<file path="src/rtl/ebs_pkg.sv">
package ebs_pkg;

  typedef enum logic [1:0] {
    PH_IDLE,
    PH_ADDR,
    PH_CMD,
    PH_GAP
  } phase_e;

  // Turn-off gap in ticks: programmable part plus implicit multiplexed part.
  function automatic int gap_ticks(logic mux, logic tri_skip, int unit);
    return (tri_skip ? 0 : unit) + (mux ? unit : 0);
  endfunction

  // Command strobe active at index idx of the command phase.
  function automatic logic cmd_on(logic dly, int idx);
    return !dly || (idx >= 1);
  endfunction

endpackage

</file>
<file path="src/rtl/ebs_req_latch.sv">
module ebs_req_latch #(
  parameter int W = 8
) (
  input  logic         clk,
  input  logic         rst_n,
  input  logic         acc,
  input  logic         start,
  input  logic [W-1:0] d_in,
  output logic [W-1:0] act_q
);

  logic [W-1:0] pend_q;

  // Holding copy: loaded on every acceptance.
  always_ff @(posedge clk) begin
    if (!rst_n) begin
      pend_q <= '0;
    end else if (acc) begin
      pend_q <= d_in;
    end
  end

  // Active copy: only changes when an address step begins.
  always_ff @(posedge clk) begin
    if (!rst_n) begin
      act_q <= '0;
    end else if (start) begin
      act_q <= acc ? d_in : pend_q;
    end
  end

endmodule

</file>
<file path="src/rtl/ebs_phase_fsm.sv">
module ebs_phase_fsm
  import ebs_pkg::*;
#(
  parameter int ADDR_T = 2,
  parameter int CMD_T  = 4,
  parameter int UNIT   = 2,
  parameter int CW     = 3
) (
  input  logic          clk,
  input  logic          rst_n,
  input  logic          req_valid,
  input  logic          cur_mux,
  input  logic          cur_tri_skip,
  output phase_e        phase,
  output logic [CW-1:0] cnt,
  output logic          ready,
  output logic          acc,
  output logic          start,
  output logic          in_gap
);

  phase_e        ph_q, ph_d;
  logic [CW-1:0] cnt_q, cnt_d;
  logic          pend_q;
  logic [CW-1:0] gap_len;
  logic          addr_end, cmd_end, gap_end;

  assign gap_len  = CW'(gap_ticks(cur_mux, cur_tri_skip, UNIT));
  assign ready    = (ph_q == PH_IDLE) || ((ph_q == PH_GAP) && !pend_q);
  assign acc      = req_valid && ready;
  assign addr_end = (ph_q == PH_ADDR) && (cnt_q == CW'(ADDR_T - 1));
  assign cmd_end  = (ph_q == PH_CMD) && (cnt_q == CW'(CMD_T - 1));
  assign gap_end  = (ph_q == PH_GAP) && (cnt_q == '0);
  assign start    = ((ph_q == PH_IDLE) && acc) || (gap_end && (pend_q || acc));
  assign in_gap   = (ph_q == PH_GAP);

  always_comb begin
    ph_d  = ph_q;
    cnt_d = cnt_q;
    case (ph_q)
      PH_IDLE: begin
        if (acc) begin
          ph_d  = PH_ADDR;
          cnt_d = '0;
        end
      end
      PH_ADDR: begin
        if (addr_end) begin
          ph_d  = PH_CMD;
          cnt_d = '0;
        end else begin
          cnt_d = cnt_q + 1'b1;
        end
      end
      PH_CMD: begin
        if (cmd_end) begin
          if (gap_len == '0) begin
            ph_d  = PH_IDLE;
            cnt_d = '0;
          end else begin
            ph_d  = PH_GAP;
            cnt_d = gap_len - 1'b1;
          end
        end else begin
          cnt_d = cnt_q + 1'b1;
        end
      end
      PH_GAP: begin
        if (gap_end) begin
          ph_d  = start ? PH_ADDR : PH_IDLE;
          cnt_d = '0;
        end else begin
          cnt_d = cnt_q - 1'b1;
        end
      end
      default: begin
        ph_d  = PH_IDLE;
        cnt_d = '0;
      end
    endcase
  end

  always_ff @(posedge clk) begin
    if (!rst_n) begin
      ph_q   <= PH_IDLE;
      cnt_q  <= '0;
      pend_q <= 1'b0;
    end else begin
      ph_q  <= ph_d;
      cnt_q <= cnt_d;
      if (start) begin
        pend_q <= 1'b0;
      end else if (acc && (ph_q == PH_GAP)) begin
        pend_q <= 1'b1;
      end
    end
  end

  assign phase = ph_q;
  assign cnt   = cnt_q;

endmodule

</file>
<file path="src/rtl/ebs_pin_drive.sv">
module ebs_pin_drive
  import ebs_pkg::*;
#(
  parameter int AW    = 16,
  parameter int DW    = 16,
  parameter int CW    = 3,
  parameter int CMD_T = 4
) (
  input  logic          clk,
  input  logic          rst_n,
  input  phase_e        phase,
  input  logic [CW-1:0] cnt,
  input  logic          act_mux,
  input  logic          act_dly,
  input  logic          act_write,
  input  logic [AW-1:0] act_addr,
  input  logic [DW-1:0] act_wdata,
  input  logic [DW-1:0] bus_in,
  output logic          ale,
  output logic          rd_n,
  output logic          wr_n,
  output logic          bus_oe,
  output logic [DW-1:0] bus_out,
  output logic [AW-1:0] addr_out,
  output logic [DW-1:0] rd_data,
  output logic          rd_valid
);

  logic [DW-1:0] addr_lo;
  logic          addr_ph, cmd_ph, cmd_act, cmd_last, drive_addr, drive_data;

  generate
    if (AW >= DW) begin : g_addr_trunc
      assign addr_lo = act_addr[DW-1:0];
    end else begin : g_addr_ext
      assign addr_lo = {{(DW - AW){1'b0}}, act_addr};
    end
  endgenerate

  assign addr_ph    = (phase == PH_ADDR);
  assign cmd_ph     = (phase == PH_CMD);
  assign cmd_act    = cmd_ph && cmd_on(act_dly, 32'(cnt));
  assign cmd_last   = cmd_ph && (cnt == CW'(CMD_T - 1));
  assign drive_addr = addr_ph && act_mux;
  assign drive_data = cmd_ph && act_write;

  assign ale      = addr_ph;
  assign rd_n     = !(cmd_act && !act_write);
  assign wr_n     = !(cmd_act && act_write);
  assign bus_oe   = drive_addr || drive_data;
  assign bus_out  = drive_addr ? addr_lo : (drive_data ? act_wdata : '0);
  assign addr_out = act_addr;

  always_ff @(posedge clk) begin
    if (!rst_n) begin
      rd_valid <= 1'b0;
      rd_data  <= '0;
    end else begin
      rd_valid <= cmd_last && !act_write;
      if (cmd_last && !act_write) begin
        rd_data <= bus_in;
      end
    end
  end

endmodule

</file>
<file path="src/rtl/ebs_seq.sv">
module ebs_seq #(
  parameter int AW     = 16,
  parameter int DW     = 16,
  parameter int ADDR_T = 2,
  parameter int CMD_T  = 4,
  parameter int UNIT   = 2
) (
  input  logic          clk,
  input  logic          rst_n,
  input  logic          req_valid,
  output logic          req_ready,
  input  logic          req_write,
  input  logic [AW-1:0] req_addr,
  input  logic [DW-1:0] req_wdata,
  input  logic          cfg_mux,
  input  logic          cfg_tri_skip,
  input  logic          cfg_cmd_dly,
  output logic          ale,
  output logic          rd_n,
  output logic          wr_n,
  output logic          bus_oe,
  output logic [DW-1:0] bus_out,
  input  logic [DW-1:0] bus_in,
  output logic [AW-1:0] addr_out,
  output logic [DW-1:0] rd_data,
  output logic          rd_valid
);

  import ebs_pkg::*;

  localparam int MAXT = (ADDR_T > CMD_T) ? ((ADDR_T > 2 * UNIT) ? ADDR_T : 2 * UNIT)
                                         : ((CMD_T > 2 * UNIT) ? CMD_T : 2 * UNIT);
  localparam int CW   = $clog2(MAXT + 1);
  localparam int W    = AW + DW + 4;

  phase_e        phase;
  logic [CW-1:0] cnt;
  logic          acc, start, in_gap;
  logic [W-1:0]  d_in, act;
  logic          act_mux, act_tri_skip, act_dly, act_write;
  logic [DW-1:0] act_wdata;
  logic [AW-1:0] act_addr;

  assign d_in = {cfg_mux, cfg_tri_skip, cfg_cmd_dly, req_write, req_wdata, req_addr};
  assign {act_mux, act_tri_skip, act_dly, act_write, act_wdata, act_addr} = act;

  ebs_req_latch #(.W(W)) u_latch (
    .clk   (clk),
    .rst_n (rst_n),
    .acc   (acc),
    .start (start),
    .d_in  (d_in),
    .act_q (act)
  );

  ebs_phase_fsm #(.ADDR_T(ADDR_T), .CMD_T(CMD_T), .UNIT(UNIT), .CW(CW)) u_fsm (
    .clk          (clk),
    .rst_n        (rst_n),
    .req_valid    (req_valid),
    .cur_mux      (act_mux),
    .cur_tri_skip (act_tri_skip),
    .phase        (phase),
    .cnt          (cnt),
    .ready        (req_ready),
    .acc          (acc),
    .start        (start),
    .in_gap       (in_gap)
  );

  ebs_pin_drive #(.AW(AW), .DW(DW), .CW(CW), .CMD_T(CMD_T)) u_pins (
    .clk       (clk),
    .rst_n     (rst_n),
    .phase     (phase),
    .cnt       (cnt),
    .act_mux   (act_mux),
    .act_dly   (act_dly),
    .act_write (act_write),
    .act_addr  (act_addr),
    .act_wdata (act_wdata),
    .bus_in    (bus_in),
    .ale       (ale),
    .rd_n      (rd_n),
    .wr_n      (wr_n),
    .bus_oe    (bus_oe),
    .bus_out   (bus_out),
    .addr_out  (addr_out),
    .rd_data   (rd_data),
    .rd_valid  (rd_valid)
  );

endmodule

</file>
<file path="config.mk">
export PLATFORM = sky130hd
export DESIGN_NAME = ebs_seq
export DESIGN_NICKNAME = d
export VERILOG_FILES = /design/src/rtl/ebs_pkg.sv /design/src/rtl/ebs_req_latch.sv /design/src/rtl/ebs_phase_fsm.sv /design/src/rtl/ebs_pin_drive.sv /design/src/rtl/ebs_seq.sv
export SDC_FILE = /design/constraint.sdc
export NUM_CORES = 1
export LEC_CHECK = 0
export BUFFER_PORTS_ARGS = -buffer_cell sky130_fd_sc_hd__buf_4
export CELL_PAD_IN_SITES_DETAIL_PLACEMENT = 1
export CELL_PAD_IN_SITES_GLOBAL_PLACEMENT = 2
export CORE_MARGIN = 1
export CORE_UTILIZATION = 24
export CTS_CLUSTER_SIZE = 14
export DETAILED_ROUTE_END_ITERATION = 16
export GPL_TIMING_DRIVEN = 0
export PLACE_DENSITY_LB_ADDON = 0.1
export SLEW_MARGIN = 20
export SYNTH_ARGS = -nofsm -noshare
export SYNTH_HDL_FRONTEND = slang
export SYNTH_SLANG_ARGS = --single-unit
</file>
<file path="constraint.sdc">
create_clock -name clk -period 1.9 [get_ports clk]
set_input_delay 0.19 -clock clk [delete_from_list [all_inputs] [get_ports clk]]
set_output_delay 0.19 -clock clk [all_outputs]
set_load 0.05 [all_outputs]
</file>
==> run_results.csv <==
group,metric,value,unit
cells_and_area,layout_stage_area_growth_over_the_synthesis_result,47.1,%
detailed_routing,initialDrtViolationCount,70,
clock_tree,htreeDepth,3,
setup_path,setup.worst_path.end_class,"output pin",
min_path,hold_path_stages,3,
setup_path,rr_worst_depth,7,
cells_and_area,final_util,0.365,
logic_synthesis,synthDistinctLibCells,36,
timing,timing.fmax,537,MHz
logic_synthesis,postSynthRegisterBits,95,
setup_path,regToRegSetupSlack,180,ps
global_routing,grt_overflow,0,
timing,max_slew.worst_pin.slew,598,ps
detailed_routing,vias,3771,
logic_synthesis,netlist.area_leader.share,0.477,
logic_synthesis,synth_nets,523,
detailed_routing,wl_per_cell,17.2,um
global_routing,track_usage,0.168,
logic_synthesis,synthFlopType,"sky130_fd_sc_hd__dfxtp_1",
setup_path,rr_endpoint,"u_latch.act_q[0]$_SDFFE_PN0P_",
setup_path,critical_path.max_fanout,9,
floorplanning,floorplan.initialDensity,0.248,
clock_tree,worst_setup_hold_path_clk_slew,70,ps
run,max_cap_violations,0,
clock_tree,cts_num_sinks,95,
floorplanning,die_area,0.0171,mm2
detailed_routing,ant_nets,0,
timing,worst_slew_margin_rel,0.601,
floorplanning,die-width,131,um
timing,finalCritPeriodShare,0.980,
cells_and_area,share_of_post_route_cells_with_drive_strength_above_1,0.355,
cells_and_area,fillerInstances,1838,
logic_synthesis,syn-mean-instance-area,8.62,um2
power,power.static_leakage,2.44,nW
setup_path,critPathArrivalTime,1670,ps
logic_synthesis,ys_warn_count,0,
logic_synthesis,synth_sequential_area_ratio,0.477,
timing,rsz_0062_raised_after_global_routing,"yes",
global_routing,first_global_vias,3875,
detailed_routing,post_drt_via_cell_ratio,4.63,
min_path,hp-start,"bus_in[13]",
power,worst_ir_drop_vdd,451,uV
min_path,holdCritPathClass,"input pin to flip-flop",
clock_tree,tritoncts,"done",
timing,report.final.hold_viol_count,0,
floorplanning,placeableCoreArea,0.0161,mm2
timing,slew_viol_final,0,
setup_path,crit-reg2reg-launch,"u_fsm.cnt[0]$_SDFFE_PN0N_",
floorplanning,io_pins,109,
timing,min_period,1860,ps
global_routing,antenna_found_initial,0,
setup_path,critPathLaunchType,"flip-flop",
clock_tree,clock_buffer_depth,2,
detailed_routing,detailedRoute.firstPassIterationCount,4,
cells_and_area,antenna_cells_inserted,0,
min_path,whs_endpoint,"u_pins.rd_data[13]$_SDFFE_PN0P_",
timing,worst_clock_skew,5.32,ps
placed_design,port-buffer-count,107,
clock_tree,clk-insertion-delay-late,350,ps
logic_synthesis,asyncSetResetFlopFracSynth,0,
placed_design,place.gp.congestion,0.772,
clock_tree,clockRootBuffer,"sky130_fd_sc_hd__clkbuf_16",
setup_path,timing.setup.critical_path_class,"flip-flop to output pin",
logic_synthesis,syn_inst,463,
logic_synthesis,post_synthesis_instance_area,0.00399,mm2
detailed_routing,totalWireLength,14000,um
logic_synthesis,netlist_top_cells_area,"sky130_fd_sc_hd__dfxtp_1 48%, sky130_fd_sc_hd__nand2_1 11%, sky130_fd_sc_hd__a21boi_0 9.8%",
floorplanning,fp-row-count,46,
detailed_routing,route.detailed.drc,0,
global_routing,grt_start_max_net_pins,17,
status,outcome,"completed",
cells_and_area,fin_nets,653,
timing,report.final.setup_viol,0,
timing,timing.hold.ws,99.9,ps
setup_path,required_time_at_the_worst_slack_endpoint,1710,ps
clock_tree,cts_inserted_buffers,9,
global_routing,grt_pass1_wl,21200,um
placed_design,dpl.hpwl,10100,um
logic_synthesis,synth_enable_flop_cells,0,
floorplanning,chipHeight,131,um
power,power_density,916,mW/mm2
logic_synthesis,synthDominantAreaCellType,"sky130_fd_sc_hd__dfxtp_1",
[critical path: stages (launching register included)]
cell	delay [ps]
sky130_fd_sc_hd__dfxtp_2	320
sky130_fd_sc_hd__buf_6	120
sky130_fd_sc_hd__nor2b_4	100
sky130_fd_sc_hd__and2_4	250
sky130_fd_sc_hd__clkbuf_16	180
sky130_fd_sc_hd__a22o_1	170
sky130_fd_sc_hd__buf_6	170
[worst max path at each step]
stage	startpoint	end	slack (ps)	cells after the start
finish	u_fsm.phase[1]$_SDFFE_PN0P_	bus_out[10]	40	6
global placement	u_fsm.phase[1]$_SDFFE_PN0P_	bus_out[10]	-270	7
CTS	u_fsm.phase[1]$_SDFFE_PN0P_	bus_out[6]	-30	7
detailed placement	u_fsm.cnt[0]$_SDFFE_PN0N_	u_latch.act_q[4]$_SDFFE_PN0P_	-300	7
global route	u_fsm.phase[1]$_SDFFE_PN0P_	bus_out[10]	-40	6
floorplan	u_fsm.phase[0]$_SDFFE_PN0P_	bus_out[10]	-20	5
[cells by family after synthesis]
logic type	Yosys count	synth area share
AOI/OAI and AO/OA	156	0.263
adders and majority gates	5	0.0157
buffers and inverters	57	0.0784
DFF	95	0.477
and+or+nand+nor	150	0.166
[power breakdown]
part           internal, mW  switching (mW)  leakage [nW]  total [mW]
Clock                  1.36           0.800         0.176        2.16
Sequential             2.13           0.103         0.781        2.24
Combinational         0.414           0.566          1.48       0.980
[cells in the final DEF (no fill, tap or decap), drive strengths merged]
master,count
a32o,1
or2,5
nand3,1
nand4b,1
a41o,1
and2,6
nor3b,3
clkinv,2
o21ai,38
nand2b,4
nand3b,2
clkbuf,26
and4b,1
a22o,16
a21boi,54
nand4,1
bufinv,3
nor3,4
o221a,1
ha,5
nor2b,5
inv,5
nor4,1
buf,155
o221ai,1
a211oi,1
a31oi,36
dfxtp,95
nand2,113
a211o,1
a22oi,1
a21oi,5
nor2,4
[metrics by stage]
step | setup TNS [ps] | area, um2 | power (mW) | instances | setup slack [ps]
after global placement | -10980 | 5080 | 3.17 | 786 | -273
after global routing | -64.6 | 5870 | 5.62 | 814 | -41.3
after CTS | -205 | 5670 | 5.41 | 808 | -29.8
final | 0 | 5870 | 5.38 | 814 | 37.9
after floorplan | -16.9 | 4010 | 2.82 | 463 | -16.9
after detailed placement | -12210 | 5080 | 3.18 | 786 | -304
[state kept, by name, indices dropped and copies added (netlist names)]
name	cells
u_fsm.pend_q	1
u_latch.act_q	36
u_pins.rd_valid	1
u_pins.rd_data	16
u_fsm.cnt	3
u_latch.pend_q	36
u_fsm.phase	2
[final cells by class]
type | instances | area (um2) | share of cell area
inverters | 5 | 18.8 | 0.00320
multi-input cells | 312 | 1930 | 0.329
clock inverters | 5 | 104 | 0.0177
repair buffers | 122 | 1040 | 0.177
plain buffers | 48 | 339 | 0.0578
well taps | 216 | 270 | 0.0461
clock buffers | 11 | 253 | 0.0431
flip-flops and latches | 95 | 1910 | 0.326
[routing by layer]
metal  global-route usage  vias up  share of wire
met3               0.0440       14          0.049
met4               0.0419        0          0.013
met2                0.283       94           0.47
met1                0.214     1802           0.47
li1                     -     1861              -
met5                    0        -              0
[cell usage after synthesis, types with 2 or more instances]
cell	number
sky130_fd_sc_hd__a21oi_1	5
sky130_fd_sc_hd__inv_1	5
sky130_fd_sc_hd__clkbuf_1	13
sky130_fd_sc_hd__or2_2	5
sky130_fd_sc_hd__a21boi_1	2
sky130_fd_sc_hd__and2_1	5
sky130_fd_sc_hd__buf_2	18
sky130_fd_sc_hd__dfxtp_1	95
sky130_fd_sc_hd__nor2_2	2
sky130_fd_sc_hd__a31oi_1	36
sky130_fd_sc_hd__nand3b_1	2
sky130_fd_sc_hd__nor3b_1	2
sky130_fd_sc_hd__a21boi_0	52
sky130_fd_sc_hd__ha_1	5
sky130_fd_sc_hd__o21ai_0	38
sky130_fd_sc_hd__nor2_1	2
sky130_fd_sc_hd__nor2b_1	5
sky130_fd_sc_hd__buf_4	20
sky130_fd_sc_hd__nand2b_1	4
sky130_fd_sc_hd__nand2_1	113
sky130_fd_sc_hd__a22o_1	16
sky130_fd_sc_hd__nor3_1	4
[timing repair]
action,in CTS,in global routing
endpoints found under the setup margin,64,82
pin swaps,1,6
resized for setup,57,33
cloned,0,3
buffers inserted,7,6
hold endpoints to repair,0,0
hold buffers,0,0
Power figures use the tool's default switching activity.
